File: src/rtl/addsub_pkg.sv
package addsub_pkg;

  typedef enum logic [2:0] {
    OP_ADD = 3'd0,
    OP_ADC = 3'd1,
    OP_INC = 3'd2,
    OP_SUB = 3'd3,
    OP_SBB = 3'd4,
    OP_DEC = 3'd5,
    OP_NEG = 3'd6,
    OP_ALT = 3'd7
  } op_e;

  typedef struct packed {
    logic cf;
    logic of;
    logic zf;
    logic sf;
    logic pf;
    logic af;
  } flags_t;

  localparam int FLAG_W = $bits(flags_t);

  function automatic logic even_parity8(input logic [7:0] v);
    return ~(^v);
  endfunction

endpackage

File: src/rtl/addsub_operand_prep.sv
module addsub_operand_prep
  import addsub_pkg::*;
#(
  parameter int W = 16
) (
  input  logic [2:0]   op,
  input  logic         is_byte,
  input  logic [W-1:0] dst,
  input  logic [W-1:0] src,
  input  logic         carry_in,
  output logic [W-1:0] chain_a,
  output logic [W-1:0] chain_b,
  output logic         chain_cin,
  output logic         a_sign,
  output logic         b_sign,
  output logic         is_sub,
  output logic         keep_cf
);

  localparam logic [W-1:0] BYTE_MASK = {{(W-8){1'b0}}, 8'hFF};
  localparam logic [W-1:0] ONE       = {{(W-1){1'b0}}, 1'b1};

  logic [W-1:0] size_mask;
  logic [W-1:0] d_m;
  logic [W-1:0] s_m;

  always_comb begin
    size_mask = is_byte ? BYTE_MASK : '1;
    d_m       = dst & size_mask;
    s_m       = src & size_mask;

    chain_a   = d_m;
    chain_b   = s_m;
    chain_cin = 1'b0;
    is_sub    = 1'b0;
    keep_cf   = 1'b0;

    unique case (op_e'(op))
      OP_ADC: chain_cin = carry_in;
      OP_INC: begin
        chain_b = ONE;
        keep_cf = 1'b1;
      end
      OP_SUB: begin
        chain_b   = ~s_m & size_mask;
        chain_cin = 1'b1;
        is_sub    = 1'b1;
      end
      OP_SBB: begin
        chain_b   = ~s_m & size_mask;
        chain_cin = ~carry_in;
        is_sub    = 1'b1;
      end
      OP_DEC: begin
        chain_b   = ~ONE & size_mask;
        chain_cin = 1'b1;
        is_sub    = 1'b1;
        keep_cf   = 1'b1;
      end
      OP_NEG: begin
        chain_a   = '0;
        chain_b   = ~d_m & size_mask;
        chain_cin = 1'b1;
        is_sub    = 1'b1;
      end
      default: begin
        chain_b   = s_m;
        chain_cin = 1'b0;
      end
    endcase

    a_sign = is_byte ? chain_a[7] : chain_a[W-1];
    b_sign = is_byte ? chain_b[7] : chain_b[W-1];
  end

endmodule

File: src/rtl/addsub_nibble_chain.sv
module addsub_nibble_chain #(
  parameter int W = 16
) (
  input  logic [W-1:0] a,
  input  logic [W-1:0] b,
  input  logic         cin,
  output logic [W-1:0] sum,
  output logic         c_nib,
  output logic         c_byte,
  output logic         c_word
);

  localparam int NIB      = W / 4;
  localparam int BYTE_NIB = 2;

  logic [NIB:0] carry;

  assign carry[0] = cin;

  for (genvar g = 0; g < NIB; g++) begin : g_slice
    logic [4:0] part;
    assign part = {1'b0, a[4*g +: 4]} + {1'b0, b[4*g +: 4]} + {4'b0000, carry[g]};
    assign sum[4*g +: 4] = part[3:0];
    assign carry[g+1]    = part[4];
  end

  assign c_nib  = carry[1];
  assign c_byte = carry[BYTE_NIB];
  assign c_word = carry[NIB];

endmodule

File: src/rtl/addsub_flag_gen.sv
module addsub_flag_gen
  import addsub_pkg::*;
#(
  parameter int W = 16
) (
  input  logic [W-1:0] sum,
  input  logic         c_nib,
  input  logic         c_byte,
  input  logic         c_word,
  input  logic         a_sign,
  input  logic         b_sign,
  input  logic         is_byte,
  input  logic         is_sub,
  input  logic         keep_cf,
  input  logic         carry_in,
  output logic [W-1:0] result,
  output flags_t       flags
);

  logic raw_carry;
  logic r_sign;

  always_comb begin
    result    = is_byte ? {{(W-8){1'b0}}, sum[7:0]} : sum;
    raw_carry = is_byte ? c_byte : c_word;
    r_sign    = is_byte ? sum[7] : sum[W-1];

    flags.cf = keep_cf ? carry_in : (raw_carry ^ is_sub);
    flags.of = (a_sign == b_sign) && (r_sign != a_sign);
    flags.zf = (result == '0);
    flags.sf = r_sign;
    flags.pf = even_parity8(sum[7:0]);
    flags.af = c_nib ^ is_sub;
  end

endmodule

File: src/rtl/addsub_out_stage.sv
module addsub_out_stage #(
  parameter int DW = 22
) (
  input  logic          clk,
  input  logic          rst_n,
  input  logic          in_valid,
  output logic          in_ready,
  input  logic [DW-1:0] in_data,
  output logic          out_valid,
  input  logic          out_ready,
  output logic [DW-1:0] out_data
);

  logic          valid_q;
  logic [DW-1:0] data_q;
  logic          load;

  assign in_ready  = !valid_q || out_ready;
  assign load      = in_valid && in_ready;
  assign out_valid = valid_q;
  assign out_data  = data_q;

  always_ff @(posedge clk or negedge rst_n) begin
    if (!rst_n) begin
      valid_q <= 1'b0;
    end else if (load) begin
      valid_q <= 1'b1;
    end else if (out_ready) begin
      valid_q <= 1'b0;
    end
  end

  always_ff @(posedge clk or negedge rst_n) begin
    if (!rst_n) begin
      data_q <= '0;
    end else if (load) begin
      data_q <= in_data;
    end
  end

  AST_HOLD_STABLE: assert property (@(posedge clk) disable iff (!rst_n)
    (out_valid && !out_ready) |=> (out_valid && $stable(out_data)));

  AST_VALID_AFTER_TAKE: assert property (@(posedge clk) disable iff (!rst_n)
    (in_valid && in_ready) |=> out_valid);

endmodule

File: src/rtl/addsub_flag_unit.sv
module addsub_flag_unit
  import addsub_pkg::*;
#(
  parameter int W = 16
) (
  input  logic         clk,
  input  logic         rst_n,
  input  logic         in_valid,
  output logic         in_ready,
  input  logic [2:0]   in_op,
  input  logic         in_byte,
  input  logic [W-1:0] in_dst,
  input  logic [W-1:0] in_src,
  input  logic         in_carry,
  output logic         out_valid,
  input  logic         out_ready,
  output logic [W-1:0] out_result,
  output logic         out_cf,
  output logic         out_of,
  output logic         out_zf,
  output logic         out_sf,
  output logic         out_pf,
  output logic         out_af
);

  localparam int DW = W + FLAG_W;

  logic [W-1:0] chain_a;
  logic [W-1:0] chain_b;
  logic         chain_cin;
  logic         a_sign;
  logic         b_sign;
  logic         is_sub;
  logic         keep_cf;
  logic [W-1:0] sum;
  logic         c_nib;
  logic         c_byte;
  logic         c_word;
  logic [W-1:0] result;
  flags_t       flags;
  flags_t       flags_q;
  logic [DW-1:0] stage_out;

  addsub_operand_prep #(.W(W)) u_prep (
    .op        (in_op),
    .is_byte   (in_byte),
    .dst       (in_dst),
    .src       (in_src),
    .carry_in  (in_carry),
    .chain_a   (chain_a),
    .chain_b   (chain_b),
    .chain_cin (chain_cin),
    .a_sign    (a_sign),
    .b_sign    (b_sign),
    .is_sub    (is_sub),
    .keep_cf   (keep_cf)
  );

  addsub_nibble_chain #(.W(W)) u_chain (
    .a      (chain_a),
    .b      (chain_b),
    .cin    (chain_cin),
    .sum    (sum),
    .c_nib  (c_nib),
    .c_byte (c_byte),
    .c_word (c_word)
  );

  addsub_flag_gen #(.W(W)) u_flags (
    .sum      (sum),
    .c_nib    (c_nib),
    .c_byte   (c_byte),
    .c_word   (c_word),
    .a_sign   (a_sign),
    .b_sign   (b_sign),
    .is_byte  (in_byte),
    .is_sub   (is_sub),
    .keep_cf  (keep_cf),
    .carry_in (in_carry),
    .result   (result),
    .flags    (flags)
  );

  addsub_out_stage #(.DW(DW)) u_out (
    .clk       (clk),
    .rst_n     (rst_n),
    .in_valid  (in_valid),
    .in_ready  (in_ready),
    .in_data   ({result, flags}),
    .out_valid (out_valid),
    .out_ready (out_ready),
    .out_data  (stage_out)
  );

  assign out_result = stage_out[DW-1:FLAG_W];
  assign flags_q    = stage_out[FLAG_W-1:0];
  assign out_cf     = flags_q.cf;
  assign out_of     = flags_q.of;
  assign out_zf     = flags_q.zf;
  assign out_sf     = flags_q.sf;
  assign out_pf     = flags_q.pf;
  assign out_af     = flags_q.af;

  logic take;
  logic dst_sized_zero;
  assign take           = in_valid && in_ready;
  assign dst_sized_zero = in_byte ? (in_dst[7:0] == 8'h00) : (in_dst == '0);

  AST_BYTE_UPPER_ZERO: assert property (@(posedge clk) disable iff (!rst_n)
    (take && in_byte) |=> (out_result[W-1:8] == '0));

  AST_STEP_KEEPS_CF: assert property (@(posedge clk) disable iff (!rst_n)
    (take && (in_op == 3'(OP_INC) || in_op == 3'(OP_DEC)))
      |=> (out_cf == $past(in_carry)));

  AST_NEG_ZERO: assert property (@(posedge clk) disable iff (!rst_n)
    (take && in_op == 3'(OP_NEG) && dst_sized_zero) |=> (!out_cf && out_zf));

endmodule

File: config.mk
export PLATFORM = sky130hd
export DESIGN_NAME = addsub_flag_unit
export DESIGN_NICKNAME = d
export VERILOG_FILES = /design/src/rtl/addsub_pkg.sv /design/src/rtl/addsub_operand_prep.sv /design/src/rtl/addsub_nibble_chain.sv /design/src/rtl/addsub_flag_gen.sv /design/src/rtl/addsub_out_stage.sv /design/src/rtl/addsub_flag_unit.sv
export SDC_FILE = /design/constraint.sdc
export NUM_CORES = 1
export LEC_CHECK = 0
export BUFFER_PORTS_ARGS = -buffer_cell sky130_fd_sc_hd__buf_2
export CORE_MARGIN = 1
export CORE_UTILIZATION = 45
export CTS_CLUSTER_DIAMETER = 60
export DETAILED_ROUTE_END_ITERATION = 10
export PLACE_DENSITY = 0.7
export REMOVE_ABC_BUFFERS = 1
export SETUP_SLACK_MARGIN = 0.02
export SLEW_MARGIN = 15
export SYNTH_ARGS = -nofsm -noshare
export SYNTH_HDL_FRONTEND = slang
export SYNTH_SLANG_ARGS = --single-unit
File: constraint.sdc
create_clock -name clk -period 1.8 [get_ports clk]
set_clock_uncertainty 0.15 [all_clocks]
set_input_delay 0.36 -clock clk [delete_from_list [all_inputs] [get_ports clk]]
set_output_delay 0.36 -clock clk [all_outputs]
set_load 0.1 [all_outputs]
==> flow_summary_export.csv <==
group,metric,value,unit
drt,wl_per_cell,15.44,um
layout,drive_above_1_share,46.92,%
drt,post_drt_via_cell_ratio,5.539,
yosys,ys_types,46,
hold_path,hold_class,"in -> reg",
clock_tree,cts_root_buf,"clkbuf_8",
critical_path,r2r-start,"u_out.out_valid",
clock_tree,cts_tree,"done",
critical_path,reg2reg_depth,4,
clock_tree,cts-buffers-inserted,3,
timing,max_freq,175.4,MHz
die,dieArea,5732,um^2
drt,vias,2725,
yosys,synth_top_area_share,23.54,%
critical_path,cp.required,1.82,ns
drt,drt_iter0_drc,119,
hold_path,min_to,"u_out.out_valid",
layout,finalNetCount,488,
timing,hold_viol_final,0,
placed_design,gp_congestion,0.8694,
global_routing,grt_usage,25.02,%
placed_design,port_buffers,64,
global_routing,grt_pass1_vias,2361,
timing,worst_hold_slack,0.1903,ns
critical_path,crit_arrival,5.73,ns
critical_path,cp_max_fo,8,
critical_path,startpoint_type,"input pin",
die,row_count,26,
job,maxCapViolCount,0,
clock_tree,htree_levels,1,
drt,postRouteWirelength,7597,um
critical_path,endpoint_kind,"flip-flop",
layout,diodes,0,
yosys,yosysSeqAreaShare,23.54,%
drt,ant_nets,0,
yosys,synth.ff_latch_count,23,
drt,drc_errors,0,
yosys,synth_warnings,0,
timing,slew_violations,0,
layout,fillers,382,
timing,slew_headroom,64.77,%
global_routing,grt_max_degree,26,
clock_tree,clkTransAtPathRegs,0.08,ns
yosys,synth-async-reset-ratio,100.0,%
outcome,violations,"setup timing",
global_routing,antenna_found_initial,0,
yosys,synth_commonest_cells,"nand2_1 (42), o21ai_0 (27), dfrtp_1 (23), nor2_1 (20)",
hold_path,whs_path_depth,2,
clock_tree,cts_buffer_depth,2,
die,coreArea,5172,um^2
layout,fin_area,3725,um^2
die,start_util,47.27,%
critical_path,timing.rr.end,"u_out.out_data[4]",
global_routing,overflow,0,
timing,setup_violations,21,
layout,area_delta_synth_final,52.35,%
timing,worst_slew_pin_slew,0.5285,ns
yosys,ys.flop_type,"dfrtp_1",
global_routing,grt_pass1_wl,10920,um
timing,finalCritPeriodShare,316.7,%
die,die_x,75.71,um
die,die_y,75.71,um
yosys,syn_inst,301,
critical_path,r2r_setup_slack,0.30,ns
power,pwr_density_cell,910.3,nW/um^2
yosys,synth.most_common_cell,"nand2_1",
placed_design,hpwl,5192,um
clock_tree,clkLatencyLatePin,0.26,ns
yosys,synth.avg_cell_area,8.122,um^2
yosys,synthTopCellsByArea,"dfrtp_1 (24%), ha_1 (8.2%), fa_1 (6.6%)",
clock_tree,clock_sinks,23,
timing,fin_crit,5.701,ns
hold_path,min_from,"in_valid",
placed_design,place_area,3216,um^2
power,peakVddDrop,0.5355,mV
power,p_leak,1.905,nW
layout,multi_input_area,1971,um^2
layout,regArea,575.6,um^2
outcome,status,"complete, but fails checks",
timing,fin_tns_setup,-46.68,ns
yosys,synth-edff-count,0,
die,ios,65,
critical_path,criticalPathCategory,"in -> reg",
yosys,synth.cell_area,2445,um^2
yosys,yosysTopAreaCell,"dfrtp_1",
drt,drt_first_pass_iters,4,
layout,post-route-util,72.01,%
timing,rsz0062_at_grt,"true",
timing,worst_slack,-3.901,ns
## kinds of logic after synthesis
kind of cell / Yosys count / synth area share, %
buffers and inverters: 32 / 5.323
muxes: 20 / 8.598
and+or+nand+nor: 109 / 21.85
adders and majority gates: 24 / 14.74
DFF: 23 / 23.54
xor gates and xnor gates: 13 / 4.657
AOI/OAI and AO/OA: 80 / 21.29
## metal layers
layer	GRT usage, %	vias to the layer above	part of all wire [%]
met1	33.22	1301	42
li1	-	1315	-
met2	43.95	93	51
met5	0	-	0
met3	1.587	16	4.2
met4	7.202	0	2.0
## worst max-delay path, cell delays in order
cell and delay (ns):
buf_12 0.11, nand2b_4 0.13, o211ai_1 0.19, o21ai_1 0.12, fa_2 0.37, inv_2 0.07
fa_2 0.21, nor2b_2 0.05, o21ai_2 0.15, nand2b_1 0.11, fa_2 0.37, fa_2 0.35
a21o_1 0.18, a21oi_2 0.18, inv_1 0.07, fa_2 0.35, fa_2 0.35, a21o_1 0.16
a21o_1 0.18, fa_2 0.37, fa_2 0.44, or4_1 0.44, nor2_1 0.11, a41oi_1 0.12
o31ai_1 0.19
## flip-flops by register name, indices dropped and copies added, names as in the netlist
name	cells
u_out.out_data	22
u_out.out_valid	1
## worst max-delay path by stage
| stage | from | end | slack, ns | depth (start not counted) |
|---|---|---|---|---|
| detailed placement | in_op[0] | u_out.out_data[3] | -4.88 | 25 |
| global route | in_op[0] | u_out.out_data[3] | -4.12 | 25 |
| finish | in_op[0] | u_out.out_data[3] | -3.90 | 25 |
| floorplan | in_op[0] | u_out.out_data[3] | -4.59 | 24 |
| global placement | in_op[0] | u_out.out_data[3] | -4.66 | 25 |
| CTS | in_op[0] | u_out.out_data[3] | -3.91 | 25 |
## repair_timing
action,CTS,global route
hold endpoints to repair,23,0
endpoints found under the setup margin,22,22
cloned,0,1
gates resized for setup,58,33
pin swaps,26,18
setup buffers,8,12
hold buffers,1,0
## power breakdown
group | total [mW] | internal (mW) | leakage (nW) | switching, mW
Clock | 0.323 | 0.158 | 0.0228 | 0.165
Sequential | 0.683 | 0.628 | 0.290 | 0.0552
Combinational | 2.38 | 0.840 | 1.59 | 1.54
## per-stage QoR
step | std cells | power [mW] | worst slack (ns)
3_5_place_dp | 470 | 2.710 | -4.882
6_report | 492 | 3.391 | -3.901
5_1_grt | 492 | 3.566 | -4.120
4_1_cts | 483 | 3.249 | -3.908
2_1_floorplan | 279 | 2.131 | -4.592
3_3_place_gp | 470 | 2.668 | -4.657
## cells in the final DEF, fill, tap and decap left out, types with 8 or more instances in the layout
cell	n
nand2_1	38
buf_6	12
and3_1	8
buf_4	61
fa_2	8
buf_2	60
o21ai_2	8
o21ai_0	11
a21oi_1	9
a21o_1	8
and2_1	8
ha_1	16
o21ai_1	11
nor2_1	19
dfrtp_1	23
o211ai_1	8
mux2i_1	11
## layout make-up
cell class | count | share of cell area (%)
Clock buffer | 4 | 1.209
Inverter | 10 | 1.008
Multi-Input combinational cell | 246 | 52.91
Sequential cell | 23 | 15.45
Tap cell | 70 | 2.351
Timing Repair Buffer | 139 | 27.07
Power figures use the tool's default switching activity.
